### src/rtl/crp_pkg.sv
package crp_pkg;

    typedef enum logic [1:0] {
        PH_ADDR = 2'd0,
        PH_DATA = 2'd1,
        PH_WR   = 2'd2,
        PH_RD   = 2'd3
    } phase_e;

    typedef enum logic [1:0] {
        ST_IDLE = 2'd0,
        ST_WAIT = 2'd1,
        ST_ACK  = 2'd2,
        ST_ERR  = 2'd3
    } hs_state_e;

    typedef struct packed {
        logic addr;
        logic data;
        logic wr;
        logic rd;
    } strobes_t;

    localparam int unsigned OFS_LIMIT = 32'h0000_201F;

    function automatic logic [2:0] strobe_count(strobes_t s);
        return 3'(s.addr) + 3'(s.data) + 3'(s.wr) + 3'(s.rd);
    endfunction

    function automatic phase_e pick_phase(strobes_t s);
        if (s.addr)      return PH_ADDR;
        else if (s.data) return PH_DATA;
        else if (s.wr)   return PH_WR;
        else             return PH_RD;
    endfunction

    function automatic logic strobe_of(strobes_t s, phase_e p);
        case (p)
            PH_ADDR: return s.addr;
            PH_DATA: return s.data;
            PH_WR:   return s.wr;
            default: return s.rd;
        endcase
    endfunction

endpackage

### src/rtl/crp_hs_fsm.sv
module crp_hs_fsm
    import crp_pkg::*;
#(
    parameter int unsigned RESP_DLY = 2
) (
    input  logic     clk,
    input  logic     rst,
    input  strobes_t stb,
    output logic     ack,
    output logic     proto_err,
    output logic     fire,
    output phase_e   phase
);
    localparam int unsigned CNT_W = (RESP_DLY > 1) ? $clog2(RESP_DLY) : 1;

    hs_state_e        st;
    logic [CNT_W-1:0] cnt;
    logic             own_stb;

    assign own_stb   = strobe_of(stb, phase);
    // Action happens on the same edge that moves the FSM into ST_ACK
    assign fire      = (st == ST_WAIT) && own_stb && (cnt == '0);
    assign ack       = (st == ST_ACK);
    assign proto_err = (st == ST_ERR);

    always_ff @(posedge clk) begin
        if (rst) begin
            st    <= ST_IDLE;
            cnt   <= '0;
            phase <= PH_ADDR;
        end else begin
            case (st)
                ST_IDLE: begin
                    if (strobe_count(stb) > 3'd1) begin
                        st <= ST_ERR;
                    end else if (strobe_count(stb) == 3'd1) begin
                        phase <= pick_phase(stb);
                        cnt   <= CNT_W'(RESP_DLY - 1);
                        st    <= ST_WAIT;
                    end
                end
                ST_WAIT: begin
                    if (!own_stb)          st  <= ST_IDLE;
                    else if (cnt == '0)    st  <= ST_ACK;
                    else                   cnt <= cnt - 1'b1;
                end
                ST_ACK: begin
                    if (!own_stb) st <= ST_IDLE;
                end
                default: begin
                    if (stb == '0) st <= ST_IDLE;
                end
            endcase
        end
    end

endmodule

### src/rtl/crp_capture.sv
module crp_capture
    import crp_pkg::*;
#(
    parameter int unsigned DATA_W = 16
) (
    input  logic              clk,
    input  logic              rst,
    input  logic              fire,
    input  phase_e            phase,
    input  logic [DATA_W-1:0] bus,
    output logic [DATA_W-1:0] addr_q,
    output logic [DATA_W-1:0] data_q
);
    always_ff @(posedge clk) begin
        if (rst) begin
            addr_q <= '0;
            data_q <= '0;
        end else if (fire) begin
            if (phase == PH_ADDR) addr_q <= bus;
            if (phase == PH_DATA) data_q <= bus;
        end
    end
endmodule

### src/rtl/crp_regbank.sv
module crp_regbank
    import crp_pkg::*;
#(
    parameter int unsigned DATA_W   = 16,
    parameter int unsigned BASE_OFS = 0,
    parameter int unsigned NUM_REGS = 16
) (
    input  logic              clk,
    input  logic              rst,
    input  logic              fire,
    input  phase_e            phase,
    input  logic [DATA_W-1:0] addr,
    input  logic [DATA_W-1:0] wdata,
    output logic [DATA_W-1:0] rdata
);
    localparam int unsigned IDX_W = (NUM_REGS > 1) ? $clog2(NUM_REGS) : 1;
    localparam int unsigned TOP   = BASE_OFS + NUM_REGS - 1;

    logic [DATA_W-1:0] bank [NUM_REGS];
    logic [31:0]       a32;
    logic [31:0]       rel;
    logic              hit;
    logic [IDX_W-1:0]  idx;
    logic [DATA_W-1:0] rd_sel;
    logic              we;

    assign a32 = 32'(addr);
    assign rel = a32 - BASE_OFS;
    assign hit = (a32 >= BASE_OFS) && (a32 <= TOP) && (a32 <= OFS_LIMIT);
    assign idx = IDX_W'(rel);
    assign we  = fire && (phase == PH_WR) && hit;

    for (genvar g = 0; g < NUM_REGS; g++) begin : g_reg
        always_ff @(posedge clk) begin
            if (rst)                         bank[g] <= '0;
            else if (we && (32'(idx) == g))  bank[g] <= wdata;
        end
    end

    always_comb begin
        rd_sel = '0;
        for (int i = 0; i < NUM_REGS; i++) begin
            if (hit && (32'(idx) == i)) rd_sel = bank[i];
        end
    end

    always_ff @(posedge clk) begin
        if (rst)                             rdata <= '0;
        else if (fire && (phase == PH_RD))   rdata <= rd_sel;
    end
endmodule

### src/rtl/crp_target.sv
module crp_target
    import crp_pkg::*;
#(
    parameter int unsigned DATA_W   = 16,
    parameter int unsigned BASE_OFS = 0,
    parameter int unsigned NUM_REGS = 16,
    parameter int unsigned RESP_DLY = 2
) (
    input  logic              clk,
    input  logic              rst,
    input  logic [DATA_W-1:0] bus_in,
    input  logic              stb_addr,
    input  logic              stb_data,
    input  logic              stb_wr,
    input  logic              stb_rd,
    output logic [DATA_W-1:0] rd_data,
    output logic              ack,
    output logic              proto_err
);
    strobes_t          stb;
    logic              fire;
    phase_e            cur_phase;
    logic [DATA_W-1:0] addr_q;
    logic [DATA_W-1:0] data_q;

    assign stb = '{addr: stb_addr, data: stb_data, wr: stb_wr, rd: stb_rd};

    crp_hs_fsm #(.RESP_DLY(RESP_DLY)) u_fsm (
        .clk(clk), .rst(rst), .stb(stb), .ack(ack),
        .proto_err(proto_err), .fire(fire), .phase(cur_phase)
    );

    crp_capture #(.DATA_W(DATA_W)) u_cap (
        .clk(clk), .rst(rst), .fire(fire), .phase(cur_phase),
        .bus(bus_in), .addr_q(addr_q), .data_q(data_q)
    );

    crp_regbank #(.DATA_W(DATA_W), .BASE_OFS(BASE_OFS), .NUM_REGS(NUM_REGS)) u_bank (
        .clk(clk), .rst(rst), .fire(fire), .phase(cur_phase),
        .addr(addr_q), .wdata(data_q), .rdata(rd_data)
    );
endmodule

### config.mk
export PLATFORM = sky130hd
export DESIGN_NAME = crp_target
export DESIGN_NICKNAME = d
export VERILOG_FILES = /design/src/rtl/crp_pkg.sv /design/src/rtl/crp_hs_fsm.sv /design/src/rtl/crp_capture.sv /design/src/rtl/crp_regbank.sv /design/src/rtl/crp_target.sv
export SDC_FILE = /design/constraint.sdc
export NUM_CORES = 1
export LEC_CHECK = 0
export CAP_MARGIN = 20
export CORE_UTILIZATION = 40
export DETAILED_ROUTE_END_ITERATION = 16
export MAX_ROUTING_LAYER = met4
export SLEW_MARGIN = 0
export SYNTH_ARGS = -nofsm -noshare
export SYNTH_HDL_FRONTEND = slang
export SYNTH_SLANG_ARGS = --single-unit
### constraint.sdc
create_clock -name clk -period 3.6 [get_ports clk]
set_clock_uncertainty 0.1 [all_clocks]
set_input_delay 0.54 -clock clk [delete_from_list [all_inputs] [get_ports clk]]
set_output_delay 0.54 -clock clk [all_outputs]
set_load 0.05 [all_outputs]
==> metrics <==
Initial DRC Count=~1300; commonest non-fill, non-tap cell in the layout=edfxtp_1; post-synthesis mux area share=5.049%; all-layer global routing usage=roughly a quarter; ANT nets after route=0; area grow syn2layout=15.47%; failing checks=design-rule violations; CTS Root Cell=clkbuf_16; I/O pin cnt=40; final hold vios=0; power per cell area=~550 mW/mm2; first-pass GRT wire length=~66000 um; layout cells sized above 1=between 10 and 15%; Synth Instances=roughly 1200; Sw Pwr=approximately 2.5 mW; RSZ-0062 raised after global routing=false; Period minus WS final=3.210 ns; main combinational cell family by area after synthesis=simple AND/OR/NAND/NOR gates; ys async rst share=0%; routed len/inst=26.24 um; clk sinks=~310; Total Power=9.282 mW; Clk pin slew, worst setup/hold paths=0.06 ns; clk buf depth=3; vias after detailed routing=roughly 10000; Worst EP arrival=3.52 ns; adder-cell share of the synthesized area=less than 1%; Comb pwr share=roughly 16%; core area=between 0.03 and 0.04 mm2; post-synthesis instance area=0.01455 mm2; grt total ovfl=0; Starting Density=about 40%; Leak=roughly 6.5 nW; dpl cell area=~0.016 mm2; final period utilization=about nine tenths; status=finished, violations left; Syn Area/Cell=around 12 um2; P_int=6.753 mW; ant diodes=0; H-tree depth=2; Nets=roughly 1300; post-synth net total=about 1200; # Max-Cap Violations=0; Compound-Gate Fraction of Synth Area=10.15%; setup TNS=0 ns; Synth Warn #=0; PortBufs=39; post_cts resized=0; Fmax=around 310 MHz; Final Setup Violations=0; Vias per Instance=just over 6; Max-slew headroom=approximately a third; Net Sw Frac=27.24%; TritonRoute pass-1 iters=11; worst slew pin tran=approximately 1.0 ns; final wirelength=roughly 45000 um; DRC=8; Final Max Slew Viols=0; GPL Wtd Cong=about 0.96; clock share of power=approximately two fifths; largest net degree at the start of global routing=just over 100; # fillers=roughly 3200; kind of critical path=flop to flop; Die ar.=between 0.03 and 0.04 mm2; sequential power share=between 40% and 50%; clk_lat worst skew=around 0.53 ns; FF+latch count, synth=a little over 300; unique cell type count in the Yosys netlist=73; Setup crit start kind=flop; vias in the first global route=roughly 10000; cts bufs inserted=36; Worst Hold Class=input pin to flop; maximum resistive drop on vdd=between 200 and 300 uV; Die W=between 150 and 200 um; post-synthesis simple-gate area fraction=between 20 and 25%; final instance area=about 0.017 mm2; initial antenna violation count=1; Setup Buffers After CTS=0; clock tree from TritonCTS=yes; HPWL after detailed placement=a little under 30000 um; ys flop type=edfxtp_1; Critical Path RT=3.91 ns; Die Span Y=between 150 and 200 um; most frequent cells in the layout=edfxtp_1 (256), and3_1 (131), and2_1 (131); post-synthesis xor/xnor area fraction=0%; sequential share of the synthesized area=about three fifths; EDFF count, synth=256; post-cts hold buffer count=0; Critical Path End Type=flop; Max FO, Critical Path=13; row cnt=69
-- final timing paths --
kind | cells past startpoint | end | slack, ns | start
worst min register to register | 2 | u_cap.addr_q[11] | 0.38 | u_cap.addr_q[11]
worst max register to register | 7 | u_bank.rdata[5] | 0.39 | u_cap.addr_q[10]
worst min-delay path | 2 | u_bank.rdata[9] | 0.34 | rst
worst max-delay path | 7 | u_bank.rdata[5] | 0.39 | u_cap.addr_q[10]
-- Yosys cell counts, drive strengths merged, types with 5 or more instances --
cell,instances,area (um2)
a211oi,14,105.1
a21o,10,75.07
a21oi,40,200.2
a221o,6,60.06
a221oi,11,96.34
a222oi,7,70.07
a22o,5,43.79
a22oi,16,120.1
a31oi,8,50.05
and2,132,825.8
and3,131,819.5
buf,37,207.7
clkbuf,69,259.0
dfxtp,53,1061
edfxtp,256,7687
ha,8,100.1
inv,12,45.04
mux2,13,146.4
mux2i,25,250.2
mux4,15,337.8
nand2,76,290.3
nand2b,6,37.54
nand3,15,75.07
nand4,9,56.30
nor2,68,275.3
nor2b,12,75.07
nor3,16,106.4
nor4,15,193.9
o2111ai,5,43.79
o21ai,39,195.2
o21bai,10,75.07
o22a,6,52.55
o22ai,10,68.81
or3,5,31.28
-- final cells by class --
class | count | area (um2) | share of cell area [%]
timing repair buffer | 102 | 920.9 | 5.483
tap | 461 | 576.8 | 3.434
multi-input combinational | 779 | 5308 | 31.60
clock buffer | 44 | 953.4 | 5.676
clock inverter | 21 | 241.5 | 1.438
inverter | 12 | 45.04 | 0.2682
sequential | 309 | 8751 | 52.10
-- cells by family (layout without fill, tap and decap cells) --
kind of cell,after synthesis,count (layout)
AOI/OAI and AO/OA,212,212
DFF,309,309
adders and majority gates,9,9
buffers and inverters,118,179
and+or+nand+nor,505,505
muxes,53,53
-- state kept, by name, indices dropped and copies added (netlist names) --
| signal | flops |
|---|---|
| u_fsm.phase | 2 |
| u_cap.data_q | 16 |
| u_bank.bank | 256 |
| u_fsm.st | 2 |
| u_cap.addr_q | 16 |
| u_fsm.cnt | 1 |
| u_bank.rdata | 16 |
-- worst max-delay path, cell delays in order, from the launching register on --
cell	delay, ns
dfxtp_1	0.32
or4_1	0.86
nor2_2	0.39
and3_1	0.53
a221oi_1	0.26
nand3_1	0.20
o2111ai_1	0.14
a211oi_1	0.29
-- stage by stage --
stage / setup slack, ns / hold slack [ns] / cells / util, %
after floorplan: 0.6101 / 0.3538 / 1206 / -
after global placement: 0.3425 / 0.3661 / 1663 / 43.76
after detailed placement: 0.2914 / 0.3762 / 1663 / 43.76
after CTS: 0.3934 / 0.3230 / 1728 / 47.11
after global routing: 0.2646 / 0.3528 / 1728 / 47.11
final: 0.3903 / 0.3352 / 1728 / 47.11
-- routing by layer --
metal	up-vias	GRT usage [%]	wire, um
li1	4588	-	-
met1	5173	35.26	19310
met2	590	37.19	20120
met3	94	4.110	4251
met4	0	9.085	1674
met5	-	-	0
-- power groups by stage --
stage / clock network, mW / logic, mW / registers, mW
3_5_place_dp: 0 / 1.44 / 4.16
2_1_floorplan: 0 / 0.911 / 4.11
6_report: 3.73 / 1.46 / 4.09
5_1_grt: 3.90 / 1.54 / 4.10
4_1_cts: 3.75 / 1.45 / 4.09
3_3_place_gp: 0 / 1.44 / 4.16
Note: power is estimated with default switching activity, not from simulation.
